==> src/rtl/spi_pscl_pkg.sv <==
package spi_pscl_pkg;

  localparam int PSC_FIELD_W = 8;
  localparam int PSC_DIV_W   = 11;
  localparam int PSC_TMISO_W = 2;

  localparam int ENC_LEGACY   = 0;
  localparam int ENC_EXTENDED = 1;

  // Configuration captured when a transfer starts.
  typedef struct packed {
    logic cpha;
    logic late_sample;
  } xfer_cfg_t;

  // Legacy layout: even ratios 4..30 from field = 0x10 + ratio/2.
  // Short values clamp to the smallest ratio.
  function automatic logic [PSC_DIV_W-1:0] psc_legacy_div(
    input logic [PSC_FIELD_W-1:0] f
  );
    logic [4:0] v;
    v = f[4:0];
    if (v < 5'h12) return PSC_DIV_W'(4);
    return PSC_DIV_W'({v[3:0], 1'b0});
  endfunction

  // Extended layout: mantissa [3:0], exponent split over bits 4 and [7:6].
  // Mantissa 0/1 falls back to ratio 2.
  function automatic logic [PSC_DIV_W-1:0] psc_ext_div(
    input logic [PSC_FIELD_W-1:0] f
  );
    logic [3:0] mant;
    logic [2:0] expo;
    mant = f[3:0];
    expo = {f[7:6], f[4]};
    if (mant < 4'd2) return PSC_DIV_W'(2);
    return PSC_DIV_W'(mant) << expo;
  endfunction

  // Sample-timing: upper bit selects the one-cycle late sample point.
  function automatic logic psc_late_sample(input logic [PSC_TMISO_W-1:0] t);
    return t[PSC_TMISO_W-1];
  endfunction

endpackage

==> src/rtl/spi_pscl_decode.sv <==
module spi_pscl_decode
  import spi_pscl_pkg::*;
#(
  parameter int ENCODING = ENC_EXTENDED,
  parameter int FIELD_W  = PSC_FIELD_W,
  parameter int DIV_W    = PSC_DIV_W
) (
  input  logic [FIELD_W-1:0] field,
  output logic [DIV_W-1:0]   divisor
);

  generate
    if (ENCODING == ENC_EXTENDED) begin : g_ext
      assign divisor = DIV_W'(psc_ext_div(PSC_FIELD_W'(field)));
    end else begin : g_legacy
      assign divisor = DIV_W'(psc_legacy_div(PSC_FIELD_W'(field)));
    end
  endgenerate

endmodule

==> src/rtl/spi_pscl_phase.sv <==
module spi_pscl_phase #(
  parameter int DIV_W = 11
) (
  input  logic             clk,
  input  logic             rst_n,
  input  logic             run,
  input  logic             cpol,
  input  logic [DIV_W-1:0] div_in,
  output logic             start,
  output logic             active,
  output logic             sck,
  output logic             lead_edge,
  output logic             trail_edge,
  output logic             cpol_q,
  output logic [DIV_W-1:0] div_q,
  output logic [DIV_W-1:0] phase_cnt
);

  logic [DIV_W-1:0] half_lo;
  logic [DIV_W-1:0] phase_len;
  logic             phase_end;
  logic             at_rest;

  assign start     = run && !active;
  // High level gets the floor half, low level the remainder.
  assign half_lo   = div_q >> 1;
  assign phase_len = sck ? half_lo : (div_q - half_lo);
  assign phase_end = (phase_cnt == phase_len - DIV_W'(1));
  assign at_rest   = (sck == cpol_q);

  always_ff @(posedge clk) begin
    if (!rst_n) begin
      active     <= 1'b0;
      sck        <= 1'b0;
      phase_cnt  <= '0;
      div_q      <= DIV_W'(2);
      cpol_q     <= 1'b0;
      lead_edge  <= 1'b0;
      trail_edge <= 1'b0;
    end else begin
      lead_edge  <= 1'b0;
      trail_edge <= 1'b0;
      if (!active) begin
        sck       <= cpol;
        phase_cnt <= '0;
        if (start) begin
          active <= 1'b1;
          div_q  <= div_in;
          cpol_q <= cpol;
        end
      end else if (phase_end) begin
        phase_cnt <= '0;
        if (at_rest && !run) begin
          active <= 1'b0;
        end else begin
          sck <= ~sck;
          if (at_rest) lead_edge  <= 1'b1;
          else         trail_edge <= 1'b1;
        end
      end else begin
        phase_cnt <= phase_cnt + DIV_W'(1);
      end
    end
  end

endmodule

==> src/rtl/spi_pscl_strobe.sv <==
module spi_pscl_strobe
  import spi_pscl_pkg::*;
#(
  parameter int TMISO_W = PSC_TMISO_W
) (
  input  logic               clk,
  input  logic               rst_n,
  input  logic               start,
  input  logic               cpha,
  input  logic [TMISO_W-1:0] tmiso_sel,
  input  logic               lead_edge,
  input  logic               trail_edge,
  output logic               sample_edge,
  output logic               late_q,
  output logic               launch_stb,
  output logic               sample_stb
);

  xfer_cfg_t cfg_q;
  logic      sample_dly_q;

  assign late_q      = cfg_q.late_sample;
  assign sample_edge = cfg_q.cpha ? trail_edge : lead_edge;
  assign launch_stb  = cfg_q.cpha ? lead_edge  : trail_edge;
  assign sample_stb  = cfg_q.late_sample ? sample_dly_q : sample_edge;

  always_ff @(posedge clk) begin
    if (!rst_n) begin
      cfg_q        <= '0;
      sample_dly_q <= 1'b0;
    end else begin
      sample_dly_q <= sample_edge;
      if (start) begin
        cfg_q.cpha        <= cpha;
        cfg_q.late_sample <= psc_late_sample(PSC_TMISO_W'(tmiso_sel));
      end
    end
  end

endmodule

==> src/rtl/spi_sck_prescaler.sv <==
module spi_sck_prescaler
  import spi_pscl_pkg::*;
#(
  parameter int ENCODING = ENC_EXTENDED,
  parameter int FIELD_W  = PSC_FIELD_W,
  parameter int DIV_W    = PSC_DIV_W,
  parameter int TMISO_W  = PSC_TMISO_W
) (
  input  logic               clk,
  input  logic               rst_n,
  input  logic               run,
  input  logic               cpol,
  input  logic               cpha,
  input  logic [FIELD_W-1:0] prescale_field,
  input  logic [TMISO_W-1:0] tmiso_sel,
  output logic               sck,
  output logic               launch_stb,
  output logic               sample_stb
);

  localparam int CNT_W = DIV_W;

  logic [DIV_W-1:0] div_dec;
  logic [DIV_W-1:0] div_q;
  logic [CNT_W-1:0] phase_cnt;
  logic             xfer_start;
  logic             xfer_active;
  logic             lead_edge;
  logic             trail_edge;
  logic             sample_edge;
  logic             cpol_q;
  logic             late_q;

  spi_pscl_decode #(
    .ENCODING (ENCODING),
    .FIELD_W  (FIELD_W),
    .DIV_W    (DIV_W)
  ) u_decode (
    .field   (prescale_field),
    .divisor (div_dec)
  );

  spi_pscl_phase #(
    .DIV_W (CNT_W)
  ) u_phase (
    .clk        (clk),
    .rst_n      (rst_n),
    .run        (run),
    .cpol       (cpol),
    .div_in     (div_dec),
    .start      (xfer_start),
    .active     (xfer_active),
    .sck        (sck),
    .lead_edge  (lead_edge),
    .trail_edge (trail_edge),
    .cpol_q     (cpol_q),
    .div_q      (div_q),
    .phase_cnt  (phase_cnt)
  );

  spi_pscl_strobe #(
    .TMISO_W (TMISO_W)
  ) u_strobe (
    .clk         (clk),
    .rst_n       (rst_n),
    .start       (xfer_start),
    .cpha        (cpha),
    .tmiso_sel   (tmiso_sel),
    .lead_edge   (lead_edge),
    .trail_edge  (trail_edge),
    .sample_edge (sample_edge),
    .late_q      (late_q),
    .launch_stb  (launch_stb),
    .sample_stb  (sample_stb)
  );

endmodule

==> config.mk <==
export PLATFORM = sky130hd
export DESIGN_NAME = spi_sck_prescaler
export DESIGN_NICKNAME = d
export VERILOG_FILES = /design/src/rtl/spi_pscl_pkg.sv /design/src/rtl/spi_pscl_decode.sv /design/src/rtl/spi_pscl_phase.sv /design/src/rtl/spi_pscl_strobe.sv /design/src/rtl/spi_sck_prescaler.sv
export SDC_FILE = /design/constraint.sdc
export NUM_CORES = 1
export LEC_CHECK = 0
export ABC_CLOCK_PERIOD_IN_PS = 4600
export BUFFER_PORTS_ARGS = -buffer_cell sky130_fd_sc_hd__buf_2
export CAP_MARGIN = 30
export CORE_ASPECT_RATIO = 0.8
export CORE_MARGIN = 10
export CORE_UTILIZATION = 45
export CTS_CLUSTER_SIZE = 10
export DETAILED_ROUTE_END_ITERATION = 12
export PLACE_DENSITY = 0.7
export SYNTH_ARGS = -nofsm -noshare
export SYNTH_HDL_FRONTEND = slang
export SYNTH_SLANG_ARGS = --single-unit
==> constraint.sdc <==
create_clock -name clk -period 4.6 [get_ports clk]
set_input_delay 1.38 -clock clk [delete_from_list [all_inputs] [get_ports clk]]
set_output_delay 1.38 -clock clk [all_outputs]
set_load 0.01 [all_outputs]
==> run summary <==
Hold Vio Cnt, Final - 0
Area growth, synth to finish - 8.26%
Worst Setup End Kind - flip-flop
Initial Util - 0.463
Final period util - 0.800
RSZ-0062 raised after global routing - false
Global-route usage over all layers - 0.134
CTS buffer count - 5
Min-delay src - u_phase.phase_cnt[0]
Yosys top cell by area - dfxtp_1
Initial DRC Count - 169
Kind of critical path - reg2reg
Arr. time, crit path - 3900 ps
Pins Over Slew Limit - 0
Antenna Nets Post-Route - 0
Mapped Cells - 330
Dpl cell area - 2650 sq um
Setup violators final - 0
Max Fclk - 272 MHz
Final WL - 5870 microns
Die Width - 104 microns
Reg2reg setup slack - 920 ps
DRT Pass-1 Iters - 4
Largest net degree at the start of global routing - 26
First-pass GRT wire length - 9920 microns
Final Util - 0.501
Via/cell ratio - 5.64
FF-to-FF Start - u_phase.div_q[0]
Hold-fix buffers at CTS - 0
Number of flops mapped to enable cells by yosys - 0
Placed insts - 408
Leakage Power - 1.05 nW
Vias in the first global route - 2045
Max Buffers Root-to-Sink - 2
Worst Path Max Fanout - 7
Worst reg2reg endpoint - u_phase.sck
Finished Layout Cells - 416
Worst Hold End - u_phase.phase_cnt[0]
Status - completed
Post-CTS Setup Bufs - 0
Clk Latency, worst-skew pair - 290 ps
Clock-pin slew on the worst setup and hold paths - 60 ps
Detailed Place HPWL - 4560 microns
Routed len/inst - 14.1 microns
Pwr Total - 0.793 mW
Initial antenna violation count - 0
Std-Cell Rows - 24
Crit start category - flip-flop
Detailed-route via count - 2347
N_diodes - 0
Placer Congestion - 0.898
Top_reg_cell synth - dfxtp_1
Maxcap violations - 0
Layout Nets - 365
Reg2Reg Depth - 13
Minimum clock period - 3680 ps
CTS root buf - clkbuf_8
CTS resizes - 0
Post-Synthesis Cell Area - 2530 sq um
Remaining Overflow, GRT - 0
Clock skew - 4.62 ps
Die height - 87.1 microns
Core Region - 5470 sq um
Area share of the largest cell type after synthesis - 0.237
Die area - 9040 sq um
Slew HR - 0.551
Top cells by area, synth - dfxtp_1 24%, ha_1 5.9%, xnor2_1 5.9%, nand2_1 4.6%, nor2_1 4.4%
Hold depth - 1
Peak supply drop - 0.154 mV
Pwr dens - 290 nW/um^2
IO Count - 18
Tightest Pin Transition - 670 ps
WP data required - 4820 ps
Total clock sinks - 30
Post-synthesis area per instance - 7.67 sq um
Finished Cell Area - 2740 sq um
Place WS - 955 ps
Synth async-reset ratio - 0
Register area share after synthesis - 0.237
Hold/Removal Path Class - reg2reg
Setup ws final - 921 ps
Setup TNS - 0 ps
Syn nets - 358
CTS tree - built
Hold slack - 474 ps
Distinct cells, synth - 61
DR DRC count - 0
Share of layout cells above drive strength 1 - 0.118
Total of warnings raised by yosys - 0
Port buffer count - 15
Seq cells post-synth - 30
CTS H-tree lvls - 2
CP startpoint - u_phase.div_q[0]
[cells in the final DEF (no fill, tap or decap), types with 6 or more instances in the layout]
| cell | synthesis | routed |
|---|---|---|
| mux2i_1 | 7 | 7 |
| nor3b_1 | 6 | 6 |
| nor2_1 | 30 | 30 |
| buf_2 | 2 | 15 |
| xnor2_1 | 17 | 17 |
| nand2_1 | 31 | 31 |
| a21oi_1 | 12 | 12 |
| nand3_1 | 14 | 14 |
| inv_1 | 20 | 20 |
| dfxtp_1 | 30 | 30 |
| o21ai_0 | 15 | 15 |
| nor2b_1 | 10 | 10 |
| mux2_2 | 8 | 8 |
| nor3_1 | 10 | 10 |
| ha_1 | 12 | 12 |
| clkbuf_8 | 0 | 6 |
| o211ai_1 | 6 | 6 |
| xor2_1 | 8 | 8 |
[state kept, by name, summed over array words and instances (netlist names)]
| name | count |
|---|---|
| u_phase.cpol_q | 1 |
| u_strobe.late_q | 1 |
| u_strobe.sample_dly_q | 1 |
| u_phase.active | 1 |
| u_phase.sck | 1 |
| u_phase.lead_edge | 1 |
| u_phase.phase_cnt | 11 |
| u_phase.trail_edge | 1 |
| u_phase.div_q | 11 |
| u_strobe.cfg_q | 1 |
[synth_stat cells, types with 5 or more instances]
cell type / instances
mux2i_1: 7
a21oi_1: 12
clkbuf_1: 11
xor2_1: 8
o211ai_1: 6
nand3_1: 14
and2_1: 5
mux2_2: 8
xnor2_1: 17
nor3b_1: 6
o21ai_0: 15
ha_1: 12
a31oi_1: 5
dfxtp_1: 30
nor2_1: 30
nor3_1: 10
nand4_1: 5
nor2b_1: 10
nand2_1: 31
inv_1: 20
[power breakdown]
group	switching, mW	total [mW]	internal, mW
logic	0.172	0.296	0.124
clock network	0.102	0.222	0.120
registers	0.00837	0.275	0.267
total	0.282	0.793	0.511
[critical path: stages, from the launching register on]
cell and delay [ps]:
dfxtp_1 340, inv_1 50, ha_1 210, fa_1 390, nand2b_1 190, a21oi_1 470
nor2_1 100, a311oi_1 520, nand3_1 120, mux2_2 270, a21boi_1 170, o2111ai_2 200
or3_1 390, a31oi_1 160
[worst max path at each step]
stage / endpoint / slack (ps)
finish: u_phase.sck / 920
global route: u_phase.sck / 530
CTS: u_phase.sck / 940
detailed placement: u_phase.phase_cnt[4] / 960
global placement: u_phase.sck / 1010
floorplan: u_phase.sck / 1390
[final cells by class]
class / instances / area (sq um)
clock buffer: 6 / 82.6
clock inverter: 2 / 12.5
fill: 563 / 2730
inverter: 21 / 78.8
multi-input combinational: 263 / 1790
sequential: 30 / 601
tap: 78 / 97.6
timing repair buffer: 16 / 82.6
[per-layer routing]
layer	track usage	wire (microns)	vias to the layer above
met1	0.186	2950	1083
met2	0.199	2510	53
met4	0.0467	91	0
met3	0.0311	315	7
li1	-	-	1204
met5	0	0	-
[kinds of logic (layout without fill, tap and decap cells)]
logic type / count (synthesis) / after routing / synth area share
AOI/OAI and AO/OA: 80 / 80 / 0.228
xor gates and xnor gates: 25 / 25 / 0.0865
adders and majority gates: 13 / 13 / 0.0672
buffers and inverters: 37 / 45 / 0.0573
DFF: 30 / 30 / 0.237
muxes: 16 / 16 / 0.0687
and+or+nand+nor: 129 / 129 / 0.255
(Power assumes the default switching activity.)
